--- config.mk ---
export PLATFORM = sky130hd
export DESIGN_NAME = wp_ctrl
export DESIGN_NICKNAME = d
export VERILOG_FILES = /design/src/rtl/wp_pkg.sv /design/src/rtl/wp_lock_reg.sv /design/src/rtl/wp_gate.sv /design/src/rtl/wp_wcycle.sv /design/src/rtl/wp_ctrl.sv
export SDC_FILE = /design/constraint.sdc
export NUM_CORES = 1
export LEC_CHECK = 0
export BUFFER_PORTS_ARGS = -buffer_cell sky130_fd_sc_hd__buf_2
export CAP_MARGIN = 20
export CORE_AREA = 2 2 39 41
export CTS_CLUSTER_DIAMETER = 100
export DETAILED_ROUTE_END_ITERATION = 8
export DIE_AREA = 0 0 41 43
export GPL_TIMING_DRIVEN = 0
export PLACE_DENSITY = 0.72
export SLEW_MARGIN = 5
export SYNTH_ARGS = -nofsm -noshare
export SYNTH_HDL_FRONTEND = slang
export SYNTH_SLANG_ARGS = --single-unit
--- constraint.sdc ---
create_clock -name clk -period 2.4 [get_ports clk]
set_input_delay 0 -clock clk [delete_from_list [all_inputs] [get_ports clk]]
set_output_delay 0 -clock clk [all_outputs]
set_load 0.01 [all_outputs]
--- src/rtl/wp_pkg.sv ---
package wp_pkg;
  // Address lies in the software-lockable lower half.
  function automatic logic f_lower_half(input logic [7:0] addr, input int aw);
    logic [7:0] lim;
    lim = 8'(1 << (aw - 1));
    return (addr < lim);
  endfunction

  // Combined write permission from pin, lock and address.
  function automatic logic f_write_ok(input logic pin, input logic locked,
                                      input logic lower);
    if (pin) return 1'b0;
    if (locked && lower) return 1'b0;
    return 1'b1;
  endfunction
endpackage

--- src/rtl/wp_lock_reg.sv ---
module wp_lock_reg (
  input  logic clk,
  input  logic rst_n,
  input  logic prot_pin,
  input  logic set_req,
  input  logic clr_req,
  input  logic hv_ok,
  input  logic tl_en,
  input  logic tl_val,
  output logic locked,
  output logic cmd_done,
  output logic cmd_ok
);
  logic clr_hit;
  logic set_hit;

  assign clr_hit = clr_req && hv_ok;
  assign set_hit = set_req && !prot_pin && !locked;

  always_ff @(posedge clk) begin
    if (!rst_n) begin
      locked   <= 1'b0;
      cmd_done <= 1'b0;
      cmd_ok   <= 1'b0;
    end else begin
      cmd_done <= set_req || clr_req;
      cmd_ok   <= clr_req ? hv_ok : set_hit;
      if (tl_en)        locked <= tl_val;
      else if (clr_hit) locked <= 1'b0;
      else if (set_hit) locked <= 1'b1;
    end
  end

  // a set lock survives everything except a qualified clear or test load
  p_lock_hold_r6: assert property (@(posedge clk) disable iff (!rst_n)
    (locked && !(clr_req && hv_ok) && !tl_en) |=> locked);
  // pin high refuses setting
  p_set_blocked_r4: assert property (@(posedge clk) disable iff (!rst_n)
    (!locked && set_req && prot_pin && !tl_en) |=> !locked);
  // qualified clear releases the lock
  p_clear_r7: assert property (@(posedge clk) disable iff (!rst_n)
    (clr_req && hv_ok && !tl_en) |=> !locked);
endmodule

--- src/rtl/wp_gate.sv ---
module wp_gate #(
  parameter int ADDR_W = 8
) (
  input  logic              prot_pin,
  input  logic              locked,
  input  logic [ADDR_W-1:0] addr,
  output logic              lower_hit,
  output logic              wr_allow,
  output logic              lock_code_ack
);
  import wp_pkg::*;

  always_comb begin
    lower_hit     = f_lower_half(8'(addr), ADDR_W);
    wr_allow      = f_write_ok(prot_pin, locked, lower_hit);
    lock_code_ack = !locked;
  end
endmodule

--- src/rtl/wp_wcycle.sv ---
module wp_wcycle #(
  parameter int WC_CYCLES = 16
) (
  input  logic clk,
  input  logic rst_n,
  input  logic start,
  input  logic allow,
  output logic busy,
  output logic commit
);
  localparam int CW = (WC_CYCLES > 2) ? $clog2(WC_CYCLES) : 1;

  logic [CW-1:0] cnt;
  logic          keep;
  logic          last;

  assign last = (cnt == '0);

  always_ff @(posedge clk) begin
    if (!rst_n) begin
      busy   <= 1'b0;
      cnt    <= '0;
      keep   <= 1'b0;
      commit <= 1'b0;
    end else begin
      commit <= 1'b0;
      if (!busy) begin
        if (start) begin
          busy <= 1'b1;
          cnt  <= CW'(WC_CYCLES - 1);
          keep <= allow;
        end
      end else if (last) begin
        busy   <= 1'b0;
        commit <= keep;
      end else begin
        cnt <= cnt - 1'b1;
      end
    end
  end

  // commit only at the end of a busy period
  p_commit_end_r8: assert property (@(posedge clk) disable iff (!rst_n)
    commit |-> (!busy && $past(busy)));
  // a running cycle is not cut short or restarted
  p_busy_hold_r9: assert property (@(posedge clk) disable iff (!rst_n)
    (busy && !last) |=> (busy && cnt == $past(cnt) - 1'b1));
endmodule

--- src/rtl/wp_ctrl.sv ---
module wp_ctrl #(
  parameter int ADDR_W    = 8,
  parameter int WC_CYCLES = 16
) (
  input  logic              clk,
  input  logic              rst_n,
  input  logic              prot_pin,
  input  logic              lock_set_req,
  input  logic              lock_clr_req,
  input  logic              hv_ok,
  input  logic              tl_en,
  input  logic              tl_val,
  input  logic [ADDR_W-1:0] wr_addr,
  input  logic              wr_start,
  output logic              wr_allow,
  output logic              lock_code_ack,
  output logic              cmd_done,
  output logic              cmd_ok,
  output logic              wr_busy,
  output logic              wr_commit
);
  logic locked;
  logic lower_hit;

  wp_lock_reg u_lock (
    .clk      (clk),
    .rst_n    (rst_n),
    .prot_pin (prot_pin),
    .set_req  (lock_set_req),
    .clr_req  (lock_clr_req),
    .hv_ok    (hv_ok),
    .tl_en    (tl_en),
    .tl_val   (tl_val),
    .locked   (locked),
    .cmd_done (cmd_done),
    .cmd_ok   (cmd_ok)
  );

  wp_gate #(.ADDR_W(ADDR_W)) u_gate (
    .prot_pin      (prot_pin),
    .locked        (locked),
    .addr          (wr_addr),
    .lower_hit     (lower_hit),
    .wr_allow      (wr_allow),
    .lock_code_ack (lock_code_ack)
  );

  wp_wcycle #(.WC_CYCLES(WC_CYCLES)) u_wc (
    .clk    (clk),
    .rst_n  (rst_n),
    .start  (wr_start),
    .allow  (wr_allow),
    .busy   (wr_busy),
    .commit (wr_commit)
  );

  // pin high never lets a write through the gate
  p_pin_all_r3: assert property (@(posedge clk) disable iff (!rst_n)
    prot_pin |-> !wr_allow);
  // a locked lower-half address is refused
  p_lower_locked_r2: assert property (@(posedge clk) disable iff (!rst_n)
    (!lock_code_ack && lower_hit) |-> !wr_allow);
endmodule

# Word level (Yosys, flattened, before mapping)

Index checks and enable logic that the tools add are counted.

Bits in registers: 10
Logic and storage cells: 41
Memories: 0
Latch bits: 0
ROM bits: 0
RAM bits: 0

Reductions and logical operators: 13
Shift operators: 0
$lt $le $gt $ge: 1
Mux-type cells: 17
Div/mod/pow operators: 0
$add $sub $neg: 1
Equality and inequality tests: 1
$mul: 0
Bitwise gates (word level): 1

Operators by type and width:

| operator            | count |
|---|---|
| $mux 1              | 14 |
| $mux 4              | 3 |
| $lt 8x8->1 const B  | 1 |
| $logic_and 1x1->1   | 4 |
| $logic_not 4->1     | 1 |
| $reduce_and 2->1    | 2 |
| $sub 4x1->4 const B | 1 |
| $reduce_and 3->1    | 1 |
| $reduce_bool 3->1   | 1 |
| $logic_not 1->1     | 2 |
| $ne 2x2->1 const B  | 1 |
| $reduce_bool 2->1   | 1 |
| $logic_or 1x1->1    | 1 |
| $not 1->1           | 1 |

# Logic depth before layout (Yosys ltp)

Gate-level depths: netlist (run 1).

Word-level depth: 6
Mapped depth: 5
Depth with buffers taken out: 5

# By module

From an unflattened synthesis (run 1), not the netlist that was laid out.

Cells, all modules: 48
Area, all modules: 446.7 um^2

By module, submodules not included:

| module      | area each (um^2) | seq. area each (um^2) | cells each | instances |
|---|---|---|---|---|
| wp_wcycle   | 306.5            | 140.1                 | 33         | 1 |
| wp_lock_reg | 123.9            | 60.1                  | 12         | 1 |
| wp_gate     | 16.3             | 0.0                   | 3          | 1 |

# Worst setup path after synthesis (run 1)

Ideal clock, no wire load.

Path kind: flip-flop to flip-flop
Start point: reg u_wc.cnt[0]
End point: reg u_wc.busy
Data required time: 2.285 ns
Setup time: 0.115 ns
Cell stages (with the launch flop): 6
Slack: 1.037 ns
Arrival: 1.248 ns
Cell sequence: dfxtp_1 inv_1 ha_1 or3b_4 and2_4 o21a_1

Cells in the longest elaborated chain, start to end: 3

Ends and longest elaborated chain:

| what                     | line            | source |
|---|---|---|
| start: declaration       | wp_wcycle.sv:13 | `logic [CW-1:0] cnt;` |
| start signal: assignment | wp_wcycle.sv:30 | `cnt <= CW'(WC_CYCLES - 1);` |
| start signal: assignment | wp_wcycle.sv:37 | `cnt <= cnt - 1'b1;` |
| $logic_not 4->1          | wp_wcycle.sv:17 | `assign last = (cnt == '0);` |
| $mux 1                   | wp_wcycle.sv:33 | `end else if (last) begin` |
| $mux 1                   | wp_wcycle.sv:27 | `if (!busy) begin` |
| end signal: assignment   | wp_wcycle.sv:21 | `busy <= 1'b0;` |
| end signal: assignment   | wp_wcycle.sv:29 | `busy <= 1'b1;` |
| end signal: assignment   | wp_wcycle.sv:34 | `busy <= 1'b0;` |
| end: declaration         | wp_wcycle.sv:8  | `output logic busy,` |

Every way passes these cells.
A chain may end at the register's enable or synchronous reset.

# Worst setup path in the final report (run 1)

Start point: reg u_wc.cnt[0]
End point: reg u_wc.cnt[0]

Cells in the longest elaborated chain, start to end: 3

Ends and longest elaborated chain:

| what                                           | line |
|---|---|
| $sub 4x1->4 or $logic_not 4->1 (tied branches) | wp_wcycle.sv:37, wp_wcycle.sv:17 |
| $mux 4 or $ne 2x2->1 (tied branches)           | n/a |
| $mux 4 or $reduce_and 2->1 (tied branches)     | n/a |

Parallel ways exist; a longest one is shown, timed or not. The select of a mux whose other input is x is not followed.

==> results, run 1 <==
- Before antenna repair, the detailed router went through 2 iterations.
- The finished cells cover 623 um^2.
- The logic depth of the worst path, buffers included is 5.
- Cells fill 45.0% of the core in the end.
- The die area is 0.00176 mm^2.
- The worst setup path is captured at a register.
- The count of nets after finishing is 95.
- The startpoint identified for the worst hold timing path is hv_ok.
- The slowest library cell on the worst path is or3b_4.
- Port buffering added 15 buffers.
- The flow ran to the end, and the final reports show no timing, DRC or antenna violations.
- STA puts the critical path data required time at 2.57 ns.
- Summed over all cells, the static leakage comes to 0.281 nW.
- The cell area after technology mapping is 455 um^2.
- For hold timing, the worst endpoint is u_lock.cmd_ok.
- Across the run, the number of max-cap violations was 0.
- The kind of path behind the tightest hold check is in -> reg.
- The clock tree root driver cell is clkbuf_4.
- The initial utilization of the core area, before any placement, comes to 32.9%.
- The total vias in the final route is 437.
- The share of synthesized area occupied by flip-flops and latches is 44.0%.
- In the final timing run, aggregate negative setup slack is 0 ns.
- The worst max-slew margin expressed relative to the limit is 76.0%.
- The cell depth of the worst min-delay path is 3.
- The setup clock skew after layout is 0.00469 ns.
- The number of global-route vias before repair came to 398.
- STA classifies the critical path startpoint as a register.
- The number of antenna violations at the first check in global routing is 0.
- The total overflow reported by the global router is 0.
- At the worst endpoint, the arrival time is 1.66 ns.
- The critical path goes through inv_1, ha_1, or3b_4, and2_4, a211oi_1.
- The worst path setup slack after routing is 0.913 ns.
- Setup slack on the worst reg-to-reg path comes out at 0.91 ns.
- For this run, the top clock speed supported by timing is 672 MHz.
- A synthesized cell averages 8.93 um^2.
- The setup path with the least slack is of type reg -> reg.
- The number of violations reported at the end of detailed-routing iteration 0 is 4.
- The number of slew-limit violations in the final report is 0.
- The count of inserted antenna diode cells is 0.
- The clock transition at the registers of the reported paths is 0.07 ns.
- The leading cell type in the layout, fill and taps excluded is buf_2.
- The gate family responsible for the most delay along the worst path is simple AND/OR/NAND/NOR gates.
- The transition time at the pin with the least slew margin is 0.355 ns.
- TritonCTS built the clock tree.
- The flip-flop and latch count after synthesis is 10.
- Tracing the worst setup path back leads to its startpoint at u_wc.cnt[0].
- The count of clock tree sinks is 10.
- The floorplan has 14 rows.
- The startpoint of the most critical register-to-register path is u_wc.cnt[0].
- The worst register-to-register path ends at u_wc.cnt[0].
- The post-route antenna net violation count is 0.
- The largest single stage delay on the critical path is 0.40 ns.
- After synthesis, the netlist uses 21 different library cells.
- The worst path needs 1.49 ns of the cycle, external delays included.
- The relative area change from synthesis to final layout is 36.8%.
- The areal power density over the cells is 624 mW/mm^2.
- The number of cells on the worst reg-to-reg path is 5.
- The pin count of the biggest net entering global routing is 10.
- Across the VDD grid, the largest voltage drop is 0.293 mV.
- The weighted congestion reported at the end of routability-driven placement is 0.775.
- The core footprint is 0.00138 mm^2.
- The source-to-sink clock delay at the later pin of the worst-skew pair is 0.26 ns.
- The number of endpoints with negative hold slack in the final report was 0.
- Prior to clock tree synthesis, the placed netlist has a worst setup slack of 0.940 ns.
- The count of filler cells inserted in the layout is 142.
- The final setup violation count is 0.
- The count of pins on the block boundary is 23.
- The average via count per standard cell is 4.86.
- After layout, the worst path uses 62.0% of the clock period.
- Setup repair after global routing left no endpoint under its margin.
- The total routing usage reported by global routing is 13.4%.
- Along the worst path, the maximum fanout reaches 4.
- For this block, the routed nets add up to 936 um of wire.
- Summing all placed instances gives a cell area of 551 um^2.
- In this run the horizontal extent of the chip is 41 um.
- The HPWL after detailed placement is 695 um.
- The remaining design rule violation count is 0.
- The H-tree depth reported by CTS is 1.
- The clock buffer count from CTS is 3.
- For this run, the number of Yosys warnings is 0.
- The floorplan step set the die height to 43 um.
- The first-pass GRT wire length is 1590 um.
- The number of nets produced by synthesis is 70.
- The post-CTS setup repair buffer count is 0.
- The mean routed wirelength per cell is 10.4 um.
- The number of buffers on the longest clock path is 2.
- The proportion of layout cells with a drive suffix above 1 is 29.7%.
- Together, buffers and inverters on the worst path number 1.
- The post-synthesis instance total is 51.
- The top cell types in the final layout, fill and taps aside, are 15 x buf_2, 10 x dfxtp_1, 6 x a21oi_1.
## worst reg2reg max path: cells and delay by family (launching register included)
family / cells / cell delay (ns)
buf+inv: 1 / 0.09
simple gates: 2 / 0.58
fa+ha+maj: 1 / 0.19
compound gates: 1 / 0.21
flops: 1 / 0.34
## synth_stat cells (all sizes together)
| master | count | area (um^2) |
|---|---|---|
| a211o | 1 | 8.76 |
| a211oi | 4 | 30.0 |
| a21oi | 6 | 30.0 |
| and2 | 1 | 8.76 |
| dfxtp | 10 | 200 |
| ha | 2 | 25.0 |
| inv | 5 | 18.8 |
| mux2i | 1 | 10.0 |
| nand2 | 4 | 15.0 |
| nand2b | 1 | 6.26 |
| nand3 | 1 | 5.00 |
| nand4b | 1 | 8.76 |
| nor2 | 5 | 18.8 |
| nor2b | 2 | 12.5 |
| nor4b | 1 | 8.76 |
| o21a | 1 | 7.51 |
| o21ai | 1 | 5.00 |
| o31ai | 1 | 7.51 |
| or2b | 1 | 8.76 |
| or3b | 2 | 20.0 |
## stage by stage
stage / hold WS (ns) / power [mW] / std cells
after floorplan: 0.0441 / 0.249 / 51
after global placement: 0.205 / 0.273 / 82
after detailed placement: 0.206 / 0.276 / 82
after CTS: 0.0117 / 0.392 / 90
after global routing: 0.0243 / 0.414 / 90
final: 0.00952 / 0.389 / 90
## timing repair
| action | CTS | global route |
|---|---|---|
| hold buffers | 5 | 0 |
| endpoints found under the hold margin | 3 | 0 |
| gates resized for setup | 0 | 0 |
## registers in the layout, indices dropped and copies added (netlist names)
name and cells:
u_lock.cmd_done 1, u_lock.locked 1, u_wc.keep 1, u_wc.cnt 4, u_lock.cmd_ok 1, u_wc.commit 1, u_wc.busy 1
## per-layer routing
layer | GRT usage (%) | share of wire (%)
met5 | 0 | 0
met4 | 8.00 | 2.7
met3 | 3.14 | 4.3
met1 | 17.5 | 46
met2 | 19.1 | 47
## report_power, final
part / internal, mW / switching (mW) / total (mW)
Combinational: 0.0461 / 0.0382 / 0.0843
Clock: 0.0577 / 0.0532 / 0.111
Sequential: 0.181 / 0.0134 / 0.194
## how the worst max path moves through the flow
stage,endpoint
after global placement,u_wc.cnt[0]
final,u_wc.cnt[0]
after floorplan,u_wc.busy
after CTS,u_wc.cnt[0]
after global routing,u_wc.cnt[2]
after detailed placement,u_wc.cnt[0]
## area by class of cell
| class | count | area, um^2 | share of cell area (%) |
|---|---|---|---|
| Clock buffer | 3 | 22.5 | 3.61 |
| Inverter | 5 | 18.8 | 3.01 |
| Multi-Input combinational cell | 36 | 236 | 38.0 |
| Sequential cell | 10 | 200 | 32.1 |
| Tap cell | 16 | 20.0 | 3.21 |
| Timing Repair Buffer | 20 | 125 | 20.1 |
## logic make-up (layout without fill, tap and decap cells)
kind of cell    Yosys count  after routing  synth area share (%)
buf+inv                   5             28                  4.12
mux                       1              1                  2.20
fa+ha+maj                 2              2                  5.49
flops                    10             10                  44.0
simple gates             19             19                  24.7
compound gates           14             14                  19.5
Power figures use the tool's default switching activity.
==> run 2, diff against run 1 <==
--- a/config.mk
+++ b/config.mk
@@ -12,7 +12,7 @@
 export DETAILED_ROUTE_END_ITERATION = 8
 export DIE_AREA = 0 0 41 43
 export GPL_TIMING_DRIVEN = 0
-export PLACE_DENSITY = 0.72
+export PLACE_DENSITY = 0.74
 export SLEW_MARGIN = 5
 export SYNTH_ARGS = -nofsm -noshare
 export SYNTH_HDL_FRONTEND = slang
==> constraint.sdc (replaced) <==
create_clock -name clk -period 1.31 [get_ports clk]
set_input_delay 0 -clock clk [delete_from_list [all_inputs] [get_ports clk]]
set_output_delay 0 -clock clk [all_outputs]
set_load 0.01 [all_outputs]
==> run 2 against run 1 <==
Compared with the run above:
- the flow now finishes with violations (setup timing)
- clock power increased by 74%
- utilization increased by 5.7 points
- global-route usage increased by 0.95 points
- cell count increased by 4.4%
- via count increased by 1.1%
- worst hold slack improved by 0.0032 ns
- critical endpoint is now u_wc.busy
==> results, run 2 (synthesized netlist as in run 1, its figures left out) <==
- The flow ran to the end, but the final reports show violations.
- The checks that failed: setup timing.
- The clock transition at the registers of the reported paths is 0.06 ns.
- The worst setup path is captured at a register.
- The average via count per standard cell is 4.70.
- The routed length on met2 is 545 um.
- The worst vdd rail ir drop is 0.648 mV.
- The highest layer touched by signal routing is met4.
- The cell depth of the worst min-delay path is 3.
- The accumulated negative setup slack is -0.166 ns.
- The worst hold path terminates at u_lock.cmd_ok.
- STA puts the critical path data arrival time at 1.53 ns.
- The setup slack on the worst flop-to-flop path is -0.07 ns.
- For the pin with the worst max-slew slack, the measured transition is 0.363 ns.
- Power spread over the standard cell area amounts to 1100 mW/mm^2.
- Counting cells, the worst reg-to-reg path comes to 5.
- Setup repair after global routing could not meet its margin everywhere.
- The startpoint identified for the worst register-to-register timing path is u_wc.cnt[1].
- The number of global-route vias before repair came to 450.
- The final critical path time including I/O delays and setup is 1.38 ns.
- TritonCTS created 3 clock buffers.
- The relative area change from synthesis to final layout is 54.1%.
- The nature of the critical path startpoint is a register.
- For this block, the routed nets add up to 979 um of wire.
- The number of maximum-capacitance violations is 0.
- The startpoint identified for the worst hold timing path is hv_ok.
- The count of pins on the block boundary is 23.
- Once the floorplan was initialized, standard cells occupied 32.9% of the core.
- The HPWL after detailed placement is 713 um.
- CTS placed an instance of clkbuf_4 at the clock tree root.
- Across all setup checks in the final design, the least slack found is -0.0674 ns.
- The number of buffers and inverters on the critical path is 1.
- The register with the most flip-flops in the layout has 4 of them.
- The total vias in the final route is 442.
- The remaining design rule violation count is 0.
- TritonCTS built the clock tree.
- The first TritonRoute pass finished after 2 iterations.
- The number of antenna violations at the first check in global routing is 0.
- The setup clock skew after layout is 0.000996 ns.
- The mean routed wirelength per cell is 10.4 um.
- For this run, the total global-route usage over all layers was measured as 14.3%.
- The final critical-path share of the clock period is 105%.
- The data required time of the worst path is 1.46 ns.
- After detailed routing, the met3 layer carries 45 um of wire.
- Entering global routing, the biggest net connects 10 pins.
- In the final layout, the share of cells above drive strength 1 is 46.2%.
- The count of nets after finishing is 99.
- The met1 routed wirelength after detailed routing is 376 um.
- The final setup violation count is 3.
- On the critical path, the stage with the largest delay is an instance of or3b_4.
- The total overflow reported by the global router is 0.
- The number of endpoints with negative hold slack in the final report is 0.
- The count of inserted antenna diode cells is 0.
- In this run, the number of DRC markers left after iteration 0 of detailed routing was 1.
- The critical path goes through inv_2, ha_4, or3b_4, and2_4, o21a_1.
- The die area is 0.00176 mm^2.
- Headroom to the max-slew limit came out at 75.7%.
- The core footprint is 0.00138 mm^2.
- The total instance count after detailed placement is 82.
- Routability-driven placement finished with a final weighted congestion of 0.687.
- The number of slew-limit violations in the final report is 0.
- Once detail routing completed, the nets flagged for antenna violations numbered 0.
- The die extent in y is 43 um.
- The class of the most critical setup path is reg -> reg.
- In this design, the stage delay of the slowest critical-path cell is 0.40 ns.
- The first-pass GRT wire length is 1680 um.
- The maximum net fanout on the critical path is 3.
- The logic depth of the worst path, buffers included is 5.
- Counting flops per register, the top entry is u_wc.cnt.
- The worst register-to-register path ends at u_wc.busy.
- During placement, the flow inserted port buffers numbering 15.
- Leaving out fill and tap cells, the most frequent cell in the layout is buf_2.
- The standard-cell row count is 14.
- The number of buffers on the longest clock path is 2.
- The die width is 41 um.
- The overall power consumption is 770 uW.
- The standby leakage power is 0.306 nW.
- Grouping stages by cell kind, the critical path spends the most delay in simple AND/OR/NAND/NOR gates.
- The H-tree depth reported by CTS is 1.
- The path class of the tightest hold or removal check is in -> reg.
- Once layout is complete, the cells apart from fillers number 94.
- The highest clock rate is 726 MHz.
- The library cells used most frequently in the layout, excluding fill and tap cells, are 15 x buf_2, 8 x dfxtp_1, 6 x a21oi_1.
- For the worst-skew pair, the clock arrives at the later sink with an insertion delay of 0.25 ns.
- Clock tree synthesis found a total of 10 sinks.
## run 2: cell count changes in the layout (fill, tap and decap cells not counted), moves of 2 or more
cell,previous run,this run
inv_1,5,3
a211oi_2,0,4
buf_4,0,4
dfxtp_1,10,8
a211oi_1,4,0
## run 2: repair_timing
item / CTS / global route
cloned: 0 / 0
pin swaps: 1 / 2
endpoints found under the hold margin: 2 / 1
resized for setup: 3 / 1
hold buffers: 4 / 1
setup endpoints to repair: 5 / 5
setup buffers: 3 / 1
## run 2: worst reg2reg max path, delay by kind of cell (launching register included)
kind,cells,cell delay (ns)
buf+inv,1,0.08
fa+ha+maj,1,0.14
simple gates,2,0.59
compound gates,1,0.16
flops,1,0.32
## run 2: metrics by stage
| step | hold slack, ns | setup slack [ns] | cell area, um^2 | util (%) |
|---|---|---|---|---|
| floorplan | 0.0441 | -0.0228 | 490 | - |
| global placement | 0.200 | -0.0576 | 586 | 42.3 |
| detailed placement | 0.209 | -0.0883 | 586 | 42.3 |
| CTS | 0.00669 | -0.0722 | 678 | 49.0 |
| global route | 0.0230 | -0.108 | 702 | 50.7 |
| finish | 0.0127 | -0.0674 | 702 | 50.7 |
## run 2: power breakdown
group | leakage, nW | total, mW | switching (mW) | internal (mW)
Combinational | 0.208 | 0.217 | 0.0928 | 0.124
Clock | 0.0138 | 0.193 | 0.0882 | 0.105
Sequential | 0.0837 | 0.360 | 0.0267 | 0.333
## run 2: worst max-delay path by stage
stage                start          end
2_1_floorplan  u_wc.cnt[0]    u_wc.busy
3_3_place_gp   u_wc.cnt[0]    u_wc.busy
3_5_place_dp   u_wc.cnt[0]    u_wc.busy
4_1_cts        u_wc.cnt[1]    u_wc.busy
5_1_grt        u_wc.cnt[1]  u_wc.cnt[0]
6_report       u_wc.cnt[1]    u_wc.busy
## run 2: routing by layer
layer / GRT usage [%] / vias to the layer above
li1: - / 236
met4: 12.0 / 0
met1: 15.4 / 191
met2: 22.2 / 13
met5: 0 / -
met3: 3.14 / 2
## run 2: area by class of cell
cell class / count / area (um^2)
Clock buffer: 3 / 22.5
Fill cell: 125 / 682
Inverter: 5 / 21.3
Multi-Input combinational cell: 36 / 278
Sequential cell: 10 / 205
Tap cell: 16 / 20.0
Timing Repair Buffer: 24 / 155
==> run 3, diff against run 2 <==
--- a/config.mk
+++ b/config.mk
@@ -12,7 +12,9 @@
 export DETAILED_ROUTE_END_ITERATION = 8
 export DIE_AREA = 0 0 41 43
 export GPL_TIMING_DRIVEN = 0
+export HOLD_SLACK_MARGIN = 0.15
 export PLACE_DENSITY = 0.74
+export SKIP_LAST_GASP = 1
 export SLEW_MARGIN = 5
 export SYNTH_ARGS = -nofsm -noshare
 export SYNTH_HDL_FRONTEND = slang
==> run 3 against run 2 <==
Compared with the run above:
- the run still ends with setup timing left
- combinational power is 7% higher
- wire length is 14% higher
- global-route usage is 1.4 points higher
- sequential power hardly changed
- clock skew hardly changed
- sequential share of layout area is 2.3 points lower
- setup slack worse by 0.00061 ns
- first-iteration DRC count stayed put
- largest power group unchanged
- utilization is 4.3 points higher
==> results, run 3 (synthesized netlist as in run 1, its figures left out) <==
- The core footprint is 0.00138 mm^2.
- For this run, design rule violations remaining after detail routing come to 0.
- After the last flow step, the layout net total stands at 105.
- The worst max-slew margin expressed relative to the limit is 75.7%.
- The top cell types in the final layout, fill and taps aside, are 15 x buf_2, 11 x dlygate4sd3_1, 8 x dfxtp_1.
- The nature of the critical path startpoint is a register.
- Summed over all layers, the global routing overflow is 0.
- The total iterations of the first detailed-routing run is 2.
- In this design, the stage delay of the slowest critical-path cell is 0.40 ns.
- Buffers placed on the I/O ports in this run total 15.
- In the final layout, the share of cells above drive strength 1 is 42.9%.
- The utilization of the core after routing is 55.1%.
- The checks that failed: setup timing.
- Setup repair after global routing could not meet its margin everywhere.
- Counting the buffers created by CTS gives 3.
- The relative area change from synthesis to final layout is 67.3%.
- The number of slew-limit violations in the final report came to 0.
- Setup violations remaining at the end of the flow were counted as 3.
- The clock tree root driver cell is clkbuf_4.
- The congestion estimate from routability-driven global placement came to 0.687.
- The data required time of the worst path is 1.46 ns.
- The floorplan step set the die width to 41 um.
- The class of the most critical setup path is reg -> reg.
- Dividing the detail-routed via count by the number of cells gives 4.71.
- The setup slack on the worst flop-to-flop path is -0.07 ns.
- The worst register-to-register path begins at u_wc.cnt[1].
- The worst setup path startpoint is u_wc.cnt[1].
- The gate family responsible for the most delay along the worst path is simple AND/OR/NAND/NOR gates.
- Power spread over the standard cell area amounts to 1030 mW/mm^2.
- The initial utilization of the core area, before any placement, comes to 32.9%.
- The register bank with the most flops is u_wc.cnt.
- The total wirelength of the detailed-routed design is 1120 um.
- Clock-pin slew was measured on the worst setup and hold paths at 0.06 ns.
- The register with the most flip-flops in the layout has 4 of them.
- The endpoint kind of the worst setup timing path is a register.
- The source-to-sink clock delay at the later pin of the worst-skew pair is 0.25 ns.
- Hold timing on the final database bottoms out at a slack of 0.464 ns.
- The die area is 0.00176 mm^2.
- Of the available clock period, the critical path in the final layout requires 105%.
- The total vias in the final route is 471.
- 0 antenna diodes ended up in the layout.
- In the final routed layout, each cell accounts on average for 11.2 um.
- The critical path goes through inv_2, ha_4, or3b_4, and2_4, o21a_1.
- In this run the most critical hold path is launched from u_wc.keep.
- The analysis attributes to cell leakage a power of 0.331 nW.
- The number of buffers on the longest clock path is 2.
- Global routing used 15.7% of the available tracks across all layers.
- The maximum net fanout on the critical path is 3.
- The CTS tree is built.
- The number of violations reported at the end of detailed-routing iteration 0 is 1.
- The pin count of the biggest net entering global routing is 10.
- The number of buffers and inverters on the critical path is 1.
- At the pin with the least slew margin, the transition time is 0.364 ns.
- The worst-case IR drop observed on VDD is 0.675 mV.
- The first global-routing pass estimated 1820 um of wire.
- The number of antenna violations at the first check in global routing was 0.
- The highest clock rate is 726 MHz.
- After filler insertion, the fill cell instance count of the layout stands at 112.
- In the post-route analysis, the smallest setup slack over all paths is -0.0680 ns.
- The HPWL after detailed placement is 713 um.
- In this run the number of H-tree levels came out at 1.
- The standard-cell row count is 14.
- The count of clock tree sinks is 10.
- The tightest min-delay check is of the reg -> reg type.
- Among all stages on the critical path, the largest delay is contributed by or3b_4.
- The number of global-route vias before repair is 479.
- The number of maximum-capacitance violations is 0.
- The area of combinational cells with multiple inputs is 278 um^2.
- The run finished, with violations left.
- The count of pins on the block boundary is 23.
- The library cell used most frequently in the layout, excluding fill and tap cells, is buf_2.
- Data on the critical path arrives at its endpoint at 1.53 ns.
- The number of endpoints with negative hold slack in the final report is 0.
- The area taken by flip-flops and latches is 205 um^2.
- Between clock sinks in the finished design, the worst skew comes to 0.00118 ns.
- Once detail routing completed, the nets flagged for antenna violations numbered 0.
- After layout, the minimum clock period comes to 1.38 ns.
- The die extent in y is 43 um.
- The worst-case setup slack after placement is -0.0883 ns.
run 3: routing by layer:
metal | wire (um) | share of wire, % | track usage [%] | up-vias
met3 | 42 | 3.8 | 3.14 | 2
met5 | 0 | 0 | 0 | -
met4 | 12 | 1.1 | 12.0 | 0
li1 | - | - | - | 247
met1 | 422 | 38 | 15.0 | 209
met2 | 640 | 57 | 26.9 | 13
run 3: layout make-up:
cell class	count	share of cell area [%]
multi-input combinational	36	36.5
timing repair buffer	30	28.2
sequential	10	26.9
clock buffer	3	2.96
inverter	5	2.79
tap	16	2.63
run 3: path summary, 6_finish.rpt:
| path | depth (start not counted) | endpoint |
|---|---|---|
| worst max-delay path | 5 | u_wc.busy |
| worst min-delay path | 2 | u_wc.keep |
| worst max register to register | 5 | u_wc.busy |
| worst min register to register | 2 | u_wc.keep |
run 3: tightest hold or removal path, stage by stage, from the launching register on:
cell and delay [ns]:
dfxtp_1 0.31, nand2_1 0.05, a21oi_1 0.05
run 3: what timing repair did:
action	CTS	global route
endpoints found under the hold margin	7	1
setup buffers	3	1
pin swaps	1	2
gates resized for setup	3	2
endpoints found under the setup margin	5	6
hold buffers	11	1
run 3: metrics by stage:
| step | cell area [um^2] | total power [mW] | TNS (ns) | instances |
|---|---|---|---|---|
| after floorplan | 490 | 0.487 | -0.0228 | 51 |
| after global placement | 586 | 0.533 | -0.164 | 82 |
| after detailed placement | 586 | 0.541 | -0.281 | 82 |
| after CTS | 748 | 0.785 | -0.224 | 99 |
| after global routing | 762 | 0.843 | -0.385 | 100 |
| final | 762 | 0.788 | -0.168 | 100 |
run 3: power by group:
part	internal, mW	switching [mW]
registers	0.333	0.0268
logic	0.136	0.0970
clock network	0.105	0.0897
total	0.574	0.213
